File: config.mk
export PLATFORM = sky130hd
export DESIGN_NAME = dma_csr_bank
export DESIGN_NICKNAME = d
export VERILOG_FILES = /design/src/rtl/dma_csr_pkg.sv /design/src/rtl/dma_csr_decode.sv /design/src/rtl/dma_csr_chan.sv /design/src/rtl/dma_csr_rdmux.sv /design/src/rtl/dma_csr_bank.sv
export SDC_FILE = /design/constraint.sdc
export NUM_CORES = 2
export LEC_CHECK = 0
export BUFFER_PORTS_ARGS = -buffer_cell sky130_fd_sc_hd__buf_2
export CORE_AREA = 2 2 462 464
export CTS_CLUSTER_DIAMETER = 60
export CTS_CLUSTER_SIZE = 25
export DETAILED_ROUTE_END_ITERATION = 16
export DIE_AREA = 0 0 464 466
export PLACE_DENSITY_LB_ADDON = 0.15
export SYNTH_ARGS = -nofsm -noshare
export SYNTH_HDL_FRONTEND = slang
export SYNTH_SLANG_ARGS = --single-unit
File: constraint.sdc
create_clock -name clk -period 4.9 [get_ports clk]
set_clock_uncertainty 0.05 [all_clocks]
set_input_delay 0.735 -clock clk [delete_from_list [all_inputs] [get_ports clk]]
set_output_delay 0.735 -clock clk [all_outputs]
set_load 0.01 [all_outputs]
File: src/rtl/dma_csr_pkg.sv
package dma_csr_pkg;

  localparam int unsigned WORD_W    = 32;
  localparam int unsigned WIN_WORDS = 4;
  localparam int unsigned WIN_BITS  = WORD_W * WIN_WORDS;
  localparam logic [7:0]  WIN_BASE  = 8'h20;

  // word index inside the low 0x20 bytes
  typedef enum logic [2:0] {
    GW_CTL0 = 3'd0,
    GW_CTL1 = 3'd1,
    GW_CTL2 = 3'd2,
    GW_RSV3 = 3'd3,
    GW_STS0 = 3'd4,
    GW_STS1 = 3'd5,
    GW_RSV6 = 3'd6,
    GW_RSV7 = 3'd7
  } gword_e;

  typedef enum logic [1:0] {
    ST_IDLE  = 2'd0,
    ST_FETCH = 2'd1,
    ST_WAIT  = 2'd2,
    ST_MOVE  = 2'd3
  } chst_e;

  // packed so that the device address is the lowest word
  typedef struct packed {
    logic [WORD_W-1:0] next;
    logic [WORD_W-1:0] size;
    logic [WORD_W-1:0] mem;
    logic [WORD_W-1:0] dev;
  } win_t;

endpackage

File: src/rtl/dma_csr_decode.sv
module dma_csr_decode
  import dma_csr_pkg::*;
#(
  parameter int unsigned NCH = 8,
  parameter int unsigned AW  = 8,
  parameter int unsigned CW  = (NCH > 1) ? $clog2(NCH) : 1
) (
  input  logic [AW-1:0] addr,
  output logic          sel_ctl0,
  output logic          sel_ctl1,
  output logic          sel_ctl2,
  output logic          sel_sts0,
  output logic          sel_win,
  output logic [CW-1:0] win_ch,
  output logic [1:0]    win_word
);

  localparam int unsigned HW = AW - 4;

  logic [AW-1:0] woff;
  logic [HW-1:0] wslot;
  logic          in_global;
  gword_e        gidx;
  logic          unused_lo;

  assign unused_lo = ^{addr[1:0], woff[1:0]};
  assign in_global = (addr[AW-1:5] == '0);
  assign gidx      = gword_e'(addr[4:2]);
  assign woff      = addr - AW'(WIN_BASE);
  assign wslot     = woff[AW-1:4];

  // reserved words and out-of-range windows select nothing
  always_comb begin
    sel_ctl0 = in_global && (gidx == GW_CTL0);
    sel_ctl1 = in_global && (gidx == GW_CTL1);
    sel_ctl2 = in_global && (gidx == GW_CTL2);
    sel_sts0 = in_global && (gidx == GW_STS0);
    sel_win  = !in_global && (wslot < HW'(NCH));
    win_ch   = wslot[CW-1:0];
    win_word = woff[3:2];
  end

endmodule

File: src/rtl/dma_csr_chan.sv
module dma_csr_chan
  import dma_csr_pkg::*;
(
  input  logic              clk,
  input  logic              rst,
  input  logic              wr_ctl0,
  input  logic [2:0]        ctl0_fld,
  input  logic              wr_ctl2,
  input  logic              ien_bit,
  input  logic              start_bit,
  input  logic              wr_sts0,
  input  logic              clr_irq,
  input  logic              clr_err,
  input  logic [3:0]        wr_win,
  input  logic [WORD_W-1:0] wdata,
  input  logic [1:0]        state,
  input  logic              done,
  input  logic              err,
  input  logic              accept,
  output logic [1:0]        mode,
  output logic              dir,
  output logic              ien,
  output logic              start,
  output logic              irqf,
  output logic              errf,
  output win_t              win
);

  logic [WIN_WORDS-1:0][WORD_W-1:0] words;
  logic idle;

  assign idle = (chst_e'(state) == ST_IDLE);

  always_ff @(posedge clk) begin
    if (rst) begin
      mode  <= '0;
      dir   <= 1'b0;
      ien   <= 1'b0;
      start <= 1'b0;
      irqf  <= 1'b0;
      errf  <= 1'b0;
    end else begin

      if (wr_ctl0) {dir, mode} <= ctl0_fld;

      if (wr_ctl2) ien <= ien_bit;
      // held until taken, only armed from idle
      start <= (start & ~accept) | (wr_ctl2 & start_bit & idle);
      // set has priority; clearing the event flag drops the error too
      irqf  <= done | err | (irqf & ~(wr_sts0 & clr_irq));
      errf  <= err | (errf & ~(wr_sts0 & (clr_irq | clr_err)));
    end
  end

  // descriptor window words
  for (genvar w = 0; w < WIN_WORDS; w++) begin : g_word
    always_ff @(posedge clk) begin
      if (rst)            words[w] <= '0;
      else if (wr_win[w]) words[w] <= wdata;
    end
  end

  assign win = win_t'(words);

endmodule

File: src/rtl/dma_csr_rdmux.sv
module dma_csr_rdmux
  import dma_csr_pkg::*;
#(
  parameter int unsigned NCH = 8,
  parameter int unsigned CW  = 3
) (
  input  logic                    sel_ctl0,
  input  logic                    sel_ctl1,
  input  logic                    sel_ctl2,
  input  logic                    sel_sts0,
  input  logic                    sel_win,
  input  logic [CW-1:0]           win_ch,
  input  logic [1:0]              win_word,
  input  logic [WORD_W-1:0]       ctl1,
  input  logic [2*NCH-1:0]        mode_v,
  input  logic [NCH-1:0]          dir_v,
  input  logic [NCH-1:0]          ien_v,
  input  logic [NCH-1:0]          start_v,
  input  logic [NCH-1:0]          irqf_v,
  input  logic [NCH-1:0]          errf_v,
  input  logic [2*NCH-1:0]        state_v,
  input  logic [NCH*WIN_BITS-1:0] win_v,
  output logic [WORD_W-1:0]       rd_word
);

  logic [WORD_W-1:0] ctl0_w, ctl2_w, sts0_w, win_w;

  always_comb begin
    ctl0_w = '0;
    ctl2_w = '0;
    sts0_w = '0;
    for (int c = 0; c < NCH; c++) begin
      ctl0_w[4*c +: 3]      = {dir_v[c], mode_v[2*c +: 2]};
      ctl2_w[c]             = ien_v[c];
      ctl2_w[8+c]           = start_v[c];
      sts0_w[c]             = irqf_v[c];
      sts0_w[8+c]           = errf_v[c];
      sts0_w[16+2*c +: 2]   = state_v[2*c +: 2];
    end
  end

  assign win_w = win_v[{win_ch, win_word, 5'b0} +: WORD_W];

  always_comb begin
    if (sel_ctl0)      rd_word = ctl0_w;
    else if (sel_ctl1) rd_word = ctl1;
    else if (sel_ctl2) rd_word = ctl2_w;
    else if (sel_sts0) rd_word = sts0_w;
    else if (sel_win)  rd_word = win_w;
    else               rd_word = '0;
  end

endmodule

File: src/rtl/dma_csr_bank.sv
module dma_csr_bank
  import dma_csr_pkg::*;
#(
  parameter int unsigned NCH = 8,
  parameter int unsigned AW  = 8
) (
  input  logic                  clk,
  input  logic                  rst,
  input  logic                  wr_en,
  input  logic                  rd_en,
  input  logic [AW-1:0]         addr,
  input  logic [WORD_W-1:0]     wdata,
  output logic [WORD_W-1:0]     rdata,
  output logic [2*NCH-1:0]      ch_mode,
  output logic [NCH-1:0]        ch_dir,
  output logic [NCH-1:0]        ch_irq_en,
  output logic [NCH-1:0]        ch_start,
  input  logic [2*NCH-1:0]      ch_state,
  input  logic [NCH-1:0]        ch_done,
  input  logic [NCH-1:0]        ch_err,
  input  logic [NCH-1:0]        ch_accept,
  output logic [WORD_W*NCH-1:0] ch_dev_addr,
  output logic [WORD_W*NCH-1:0] ch_mem_addr,
  output logic [WORD_W*NCH-1:0] ch_size,
  output logic [WORD_W*NCH-1:0] ch_next,
  output logic                  irq
);

  localparam int unsigned CW = (NCH > 1) ? $clog2(NCH) : 1;

  logic                    sel_ctl0, sel_ctl1, sel_ctl2, sel_sts0, sel_win;
  logic [CW-1:0]           win_ch;
  logic [1:0]              win_word;
  logic [WORD_W-1:0]       ctl1_q;
  logic [WORD_W-1:0]       rd_word;
  logic [NCH-1:0]          irqf_v, errf_v;
  logic [NCH*WIN_BITS-1:0] win_v;

  dma_csr_decode #(.NCH(NCH), .AW(AW), .CW(CW)) i_decode (
    .addr     (addr),
    .sel_ctl0 (sel_ctl0),
    .sel_ctl1 (sel_ctl1),
    .sel_ctl2 (sel_ctl2),
    .sel_sts0 (sel_sts0),
    .sel_win  (sel_win),
    .win_ch   (win_ch),
    .win_word (win_word)
  );

  for (genvar c = 0; c < NCH; c++) begin : g_ch
    logic [3:0] wr_win_c;
    win_t       win_c;

    assign wr_win_c = (wr_en && sel_win && (win_ch == CW'(c))) ? (4'b0001 << win_word) : 4'b0000;

    dma_csr_chan i_chan (
      .clk       (clk),
      .rst       (rst),
      .wr_ctl0   (wr_en && sel_ctl0),
      .ctl0_fld  (wdata[4*c +: 3]),
      .wr_ctl2   (wr_en && sel_ctl2),
      .ien_bit   (wdata[c]),
      .start_bit (wdata[8+c]),
      .wr_sts0   (wr_en && sel_sts0),
      .clr_irq   (wdata[c]),
      .clr_err   (wdata[8+c]),
      .wr_win    (wr_win_c),
      .wdata     (wdata),
      .state     (ch_state[2*c +: 2]),
      .done      (ch_done[c]),
      .err       (ch_err[c]),
      .accept    (ch_accept[c]),
      .mode      (ch_mode[2*c +: 2]),
      .dir       (ch_dir[c]),
      .ien       (ch_irq_en[c]),
      .start     (ch_start[c]),
      .irqf      (irqf_v[c]),
      .errf      (errf_v[c]),
      .win       (win_c)
    );

    assign ch_dev_addr[WORD_W*c +: WORD_W] = win_c.dev;
    assign ch_mem_addr[WORD_W*c +: WORD_W] = win_c.mem;
    assign ch_size[WORD_W*c +: WORD_W]     = win_c.size;
    assign ch_next[WORD_W*c +: WORD_W]     = win_c.next;
    assign win_v[WIN_BITS*c +: WIN_BITS]   = win_c;
  end

  dma_csr_rdmux #(.NCH(NCH), .CW(CW)) i_rdmux (
    .sel_ctl0 (sel_ctl0),
    .sel_ctl1 (sel_ctl1),
    .sel_ctl2 (sel_ctl2),
    .sel_sts0 (sel_sts0),
    .sel_win  (sel_win),
    .win_ch   (win_ch),
    .win_word (win_word),
    .ctl1     (ctl1_q),
    .mode_v   (ch_mode),
    .dir_v    (ch_dir),
    .ien_v    (ch_irq_en),
    .start_v  (ch_start),
    .irqf_v   (irqf_v),
    .errf_v   (errf_v),
    .state_v  (ch_state),
    .win_v    (win_v),
    .rd_word  (rd_word)
  );

  // general word, registered read data and interrupt
  always_ff @(posedge clk) begin
    if (rst) begin
      ctl1_q <= '0;
      rdata  <= '0;
      irq    <= 1'b0;
    end else begin
      if (wr_en && sel_ctl1) ctl1_q <= wdata;
      if (rd_en)             rdata  <= rd_word;
      irq <= |(irqf_v & ch_irq_en);
    end
  end

endmodule

# After elaboration in Yosys (flattened, before gate mapping)

Index checks and enable logic that the tools add are counted.

Bitwise logic cells: 121
Multiplexer cells: 13
$lt $le $gt $ge: 1
Shifts and indexed selects: 2
$add $sub $neg: 1
Equal/unequal tests: 10
Reduce and logical (&&, ||, !) cells: 31

Operator list:

| kind                                                                   | count |
|---|---|
| 1024-bit by 11-bit indexed part select with 32-bit output              | 1 |
| 32-bit 2-to-1 mux                                                      | 5 |
| 1-bit bitwise AND                                                      | 56 |
| 1-bit bitwise OR                                                       | 40 |
| 4-bit 2-to-1 mux                                                       | 8 |
| 1-bit NOT                                                              | 24 |
| 1-bit logical AND                                                      | 18 |
| 2-bit zero test                                                        | 8 |
| 3-bit equality test (second input constant)                            | 5 |
| 3-bit by 2-bit equality test with 1-bit output (second input constant) | 3 |
| 3-bit zero test                                                        | 3 |
| 8-bit bitwise AND                                                      | 1 |
| 8-bit OR reduction                                                     | 1 |
| 8-bit by 6-bit subtractor with 8-bit output (second input constant)    | 1 |
| 3-bit by 1-bit equality test with 1-bit output (second input constant) | 2 |
| 4-bit less-than comparator (second input constant)                     | 1 |
| 1-bit by 2-bit << shifter with 4-bit output (first input constant)     | 1 |
| 1-bit zero test                                                        | 1 |

Register bits: 1,145
Output and inout port bits: 1,097
Logic and storage cells: 262
Input port bits: 84

# Logic depth before layout (Yosys ltp)

Depth in word-level cells: 8
Depth in mapped cells: 12

# Cells and area by module

Synthesis repeated with hierarchy kept, for this count alone.

Cells, all modules: 4,677
Area total of the unflattened synthesis: 52,868.2 µm²

By module, submodules not included:

| module         | cells an instance | sequential area each (µm²) | instances | area each (µm²) |
|---|---|---|---|---|
| dma_csr_chan   | 439               | 2,702.6                    | 8         | 4,994.8 |
| dma_csr_rdmux  | 840               | 0.0                        | 1         | 9,434.0 |
| dma_csr_bank   | 309               | 1,301.2                    | 1         | 3,344.5 |
| dma_csr_decode | 16                | 0.0                        | 1         | 131.4 |

# Worst setup path before layout

No wires, ideal clock.

Path type: in2reg
From: input addr[5]
To: register rdata[24]
Slack: 1.525 ns
Setup time: 0.114 ns
Buffers on the path: 6
Required time: 4.736 ns
Arrival: 3.211 ns
Stages: 12
Cell sequence: clkbuf_1 buf_1 inv_2 ha_1 clkbuf_2 buf_2 clkbuf_1 clkbuf_1 o21ai_0 a211oi_1 nand2_1 a21o_1

Word-level cells in the longest chain between the ends: 8

Ends and longest elaborated chain:

| element                                                                                             | line                | source |
|---|---|---|
| start, declared                                                                                     | dma_csr_bank.sv:11  | `input logic [AW-1:0] addr,` |
| parallel branches: the longest is 7 deep, another holds 8-bit by 6-bit subtractor with 8-bit output | --                  |  |
| 32-bit 2-to-1 mux *                                                                                 | dma_csr_rdmux.sv:45 | `if (sel_ctl0) rd_word = ctl0_w;` |
| end signal, assigned                                                                                | dma_csr_bank.sv:117 | `if (rd_en) rdata <= rd_word;` |
| end, declared                                                                                       | dma_csr_bank.sv:13  | `output logic [WORD_W-1:0] rdata,` |

Every way passes the cells marked *.
A chain may end at the register's enable or synchronous reset.

# Worst setup path after layout

From: input addr[3]
To: register rdata[15]

Word-level cells in the longest chain between the ends: 8

Ends and longest elaborated chain:

| element                                                                                             | line |
|---|---|
| parallel branches: the longest is 7 deep, another holds 8-bit by 6-bit subtractor with 8-bit output | -- |
| 32-bit 2-to-1 mux *                                                                                 | dma_csr_rdmux.sv:45 |

Marks and branches as above.

==> impl_metrics.toml <==
[drt]
vias = 50400
remaining_drc_errors = 0
drt_iter0_markers = 5096
postRouteAntennaNets = 0
vias_per_cell = 5.09
wl_per_cell_um = 32.8
wirelength_um = 325000
firstDrtPassIters = 6

[timing]
setup_viol = 0
worstMarginPinSlew_ns = 1.25
fin_crit_ns = 3.22
hold_viol = 0
max-slew-margin-rel = 0.169
whs_ns = 0.0907
rsz0062_at_grt = "false"
fmax_mhz = 311
timing.final.crit_share = 0.657
maxSlewViolCount = 0
setup-tns-final_ns = 0

[global_route]
grt_pass1_vias = 47000
grt_usage = 0.288
gr-total-overflow = 0
grt_pass1_wl_um = 433000
grt_antenna_before_repair = 36
grt_max_degree = 192

[job]
cap_violations = 0

[worst_setup_path]
arrival_ns = 3.81
required_ns = 5.49
path_cells = "buf_8, mux4_2, mux2i_1, nor2_1, nor4_1, o32ai_1"
critPathMaxStageDelay_ns = 0.74
startpoint_type = "primary input"
cp_max_fo = 69
critPathKind = "primary input to flop"
end_kind = "flop"
slowest_stage = "nor4_1"
cp_top_family = "multiplexers"
cp.buffers_inverters = 1

[power]
ir_drop_v = 0.000399
total_power_mw = 22.3
power_leakage_nw = 24.4
p_per_area_nw_per_um2 = 352

[logic_synthesis]
yosysWarnings = 0
synth_nets = 6198
synth.avg_cell_area_um2 = 8.23
async_flop_share = 0
syn_area_um2 = 50300
seq_area_frac_synth = 0.456
synthCells = 6112
synth_seq_cells = 1145
yosysUniqueCellTypes = 72
synth_ff_type = "dfxtp_1"
synth_edf_count = 0

[layout]
final_layout_size_suffix_gt1_frac = 0.278
fin_util = 0.300
fin_nets = 7051
n_fill_cell = 22700
syn2layout_area_growth_pct = 26.0

[clocking]
tritoncts = "yes"
cts-hold-fix-buffers = 0
root_buffer = "clkbuf_16"
cts_made_buffers = 138
cts_max_level = 4
post_cts_resize_count = 0
cts_setup_buffers = 0
clk_pin_slew_ns = 0.07
cts_max_path_buffers = 3
clock_latency_ns = 0.82
cts.sinks = 1145

[floorplan]
core_um2 = 211000
rows = 169
die_w_um = 464
die_area_um2 = 216000
pin_count = 1181
die_h_um = 466
start_util = 0.238

[placement]
place_hpwl_um = 232000
io_buffers = 1178
gp_congestion = 0.887

[status]
outcome = "finished clean"

[hold_path]
hold_path.class = "primary input to flop"
layer usage:
| metal | track usage | wire, µm | up-vias |
|---|---|---|---|
| met5 | 0 | 13 | - |
| met4 | 0.113 | 14100 | 2 |
| met3 | 0.0869 | 29500 | 400 |
| met2 | 0.462 | 149000 | 2464 |
| met1 | 0.361 | 133000 | 25300 |
| li1 | - | - | 22300 |
logic make-up after synthesis:
family,Yosys count,share of synthesized area
fa+ha+maj,2,0.000497
simple gates,2536,0.198
flops,1145,0.456
mux,350,0.117
buf+inv,658,0.0669
compound gates,1421,0.162
flip-flops by register name, summed over array words and instances (netlist names):
name,flops
g_ch.i_chan.start,8
ctl1_q,32
rdata,32
g_ch.i_chan.mode,16
g_ch.i_chan.irqf,8
g_ch.i_chan.ien,8
g_ch.i_chan.dir,8
irq,1
g_ch.i_chan.win,1024
g_ch.i_chan.errf,8
where the power goes:
part	switching, mW	internal, mW	total (mW)
Clock	4.89	6.45	11.3
Sequential	0.0465	9.36	9.41
Combinational	1.18	0.359	1.54
synthesized netlist by cell type (all sizes together), types with 29 or more instances:
master	number	share of area
clkbuf	364	0.027
mux4	189	0.085
a22oi	29	0.0043
buf	279	0.039
nor2	123	0.0092
o22ai	35	0.0044
a21oi	1147	0.12
nand2	2269	0.17
dfxtp	1145	0.46
mux2i	145	0.029
o21ai	37	0.0037
through the flow:
step	instances	setup WS (ns)	instance area, µm²
5_1_grt	9903	1.58	63400
3_5_place_dp	9646	0.852	58400
4_1_cts	9899	1.69	63400
2_1_floorplan	6112	1.53	50300
3_3_place_gp	9646	0.867	58400
6_report	9909	1.68	63400
cell type report:
type | count | area (µm²) | area share
clock inverters | 90 | 1180 | 0.0187
well taps | 2821 | 3530 | 0.0557
clock buffers | 163 | 3730 | 0.0589
repair buffers | 1356 | 7650 | 0.121
inverters | 15 | 57.6 | 0.000908
multi-input cells | 4309 | 24300 | 0.383
flip-flops and latches | 1145 | 22900 | 0.362
diodes | 10 | 25.0 | 0.000395
worst register-to-register path, stage by stage, from the launching register on:
cell and delay (ns):
dfxtp_1 0.39, mux4_2 0.53, mux2i_1 0.58, nor2_1 0.11
nor4_1 0.74, o32ai_1 0.18
placed cells by master (no fill, tap or decap), types with 10 or more instances in the layout:
cell type   count
mux2_2         16
a21oi_1      1089
nor2_1        102
clkbuf_1       11
dfxtp_1      1145
clkinv_2       12
diode_2        10
nor2b_1        12
a221oi_1       22
nand2_1      2247
nor4_1         10
nor2_4         19
a211oi_1       22
a21o_1         11
bufinv_16      16
nand2_2        22
inv_1          13
or2_2          14
mux2i_1       145
o2111ai_1      12
o221ai_1       15
a22oi_1        29
clkbuf_16     142
clkinvlp_4     15
inv_6          19
a21oi_2        58
o22ai_1        35
nor3_1         15
and2_2         14
buf_2        1173
buf_12         30
nand3b_1       13
a22o_1         13
mux4_2        189
buf_4         149
clkinv_4       16
o21ai_0        36
clkbuf_8       11
path summary, 6_finish.rpt:
path                               start             endpoint  slack [ns]  depth (start not counted)
setup / recovery                 addr[3]            rdata[15]        1.68                          6
hold reg to reg               ctl1_q[14]           ctl1_q[14]        0.40                          2
setup reg to reg  g_ch[0].i_chan.win[47]            rdata[15]        2.16                          5
hold / removal                ch_done[5]  g_ch[5].i_chan.irqf        0.09                          3
(Power assumes the default switching activity.)
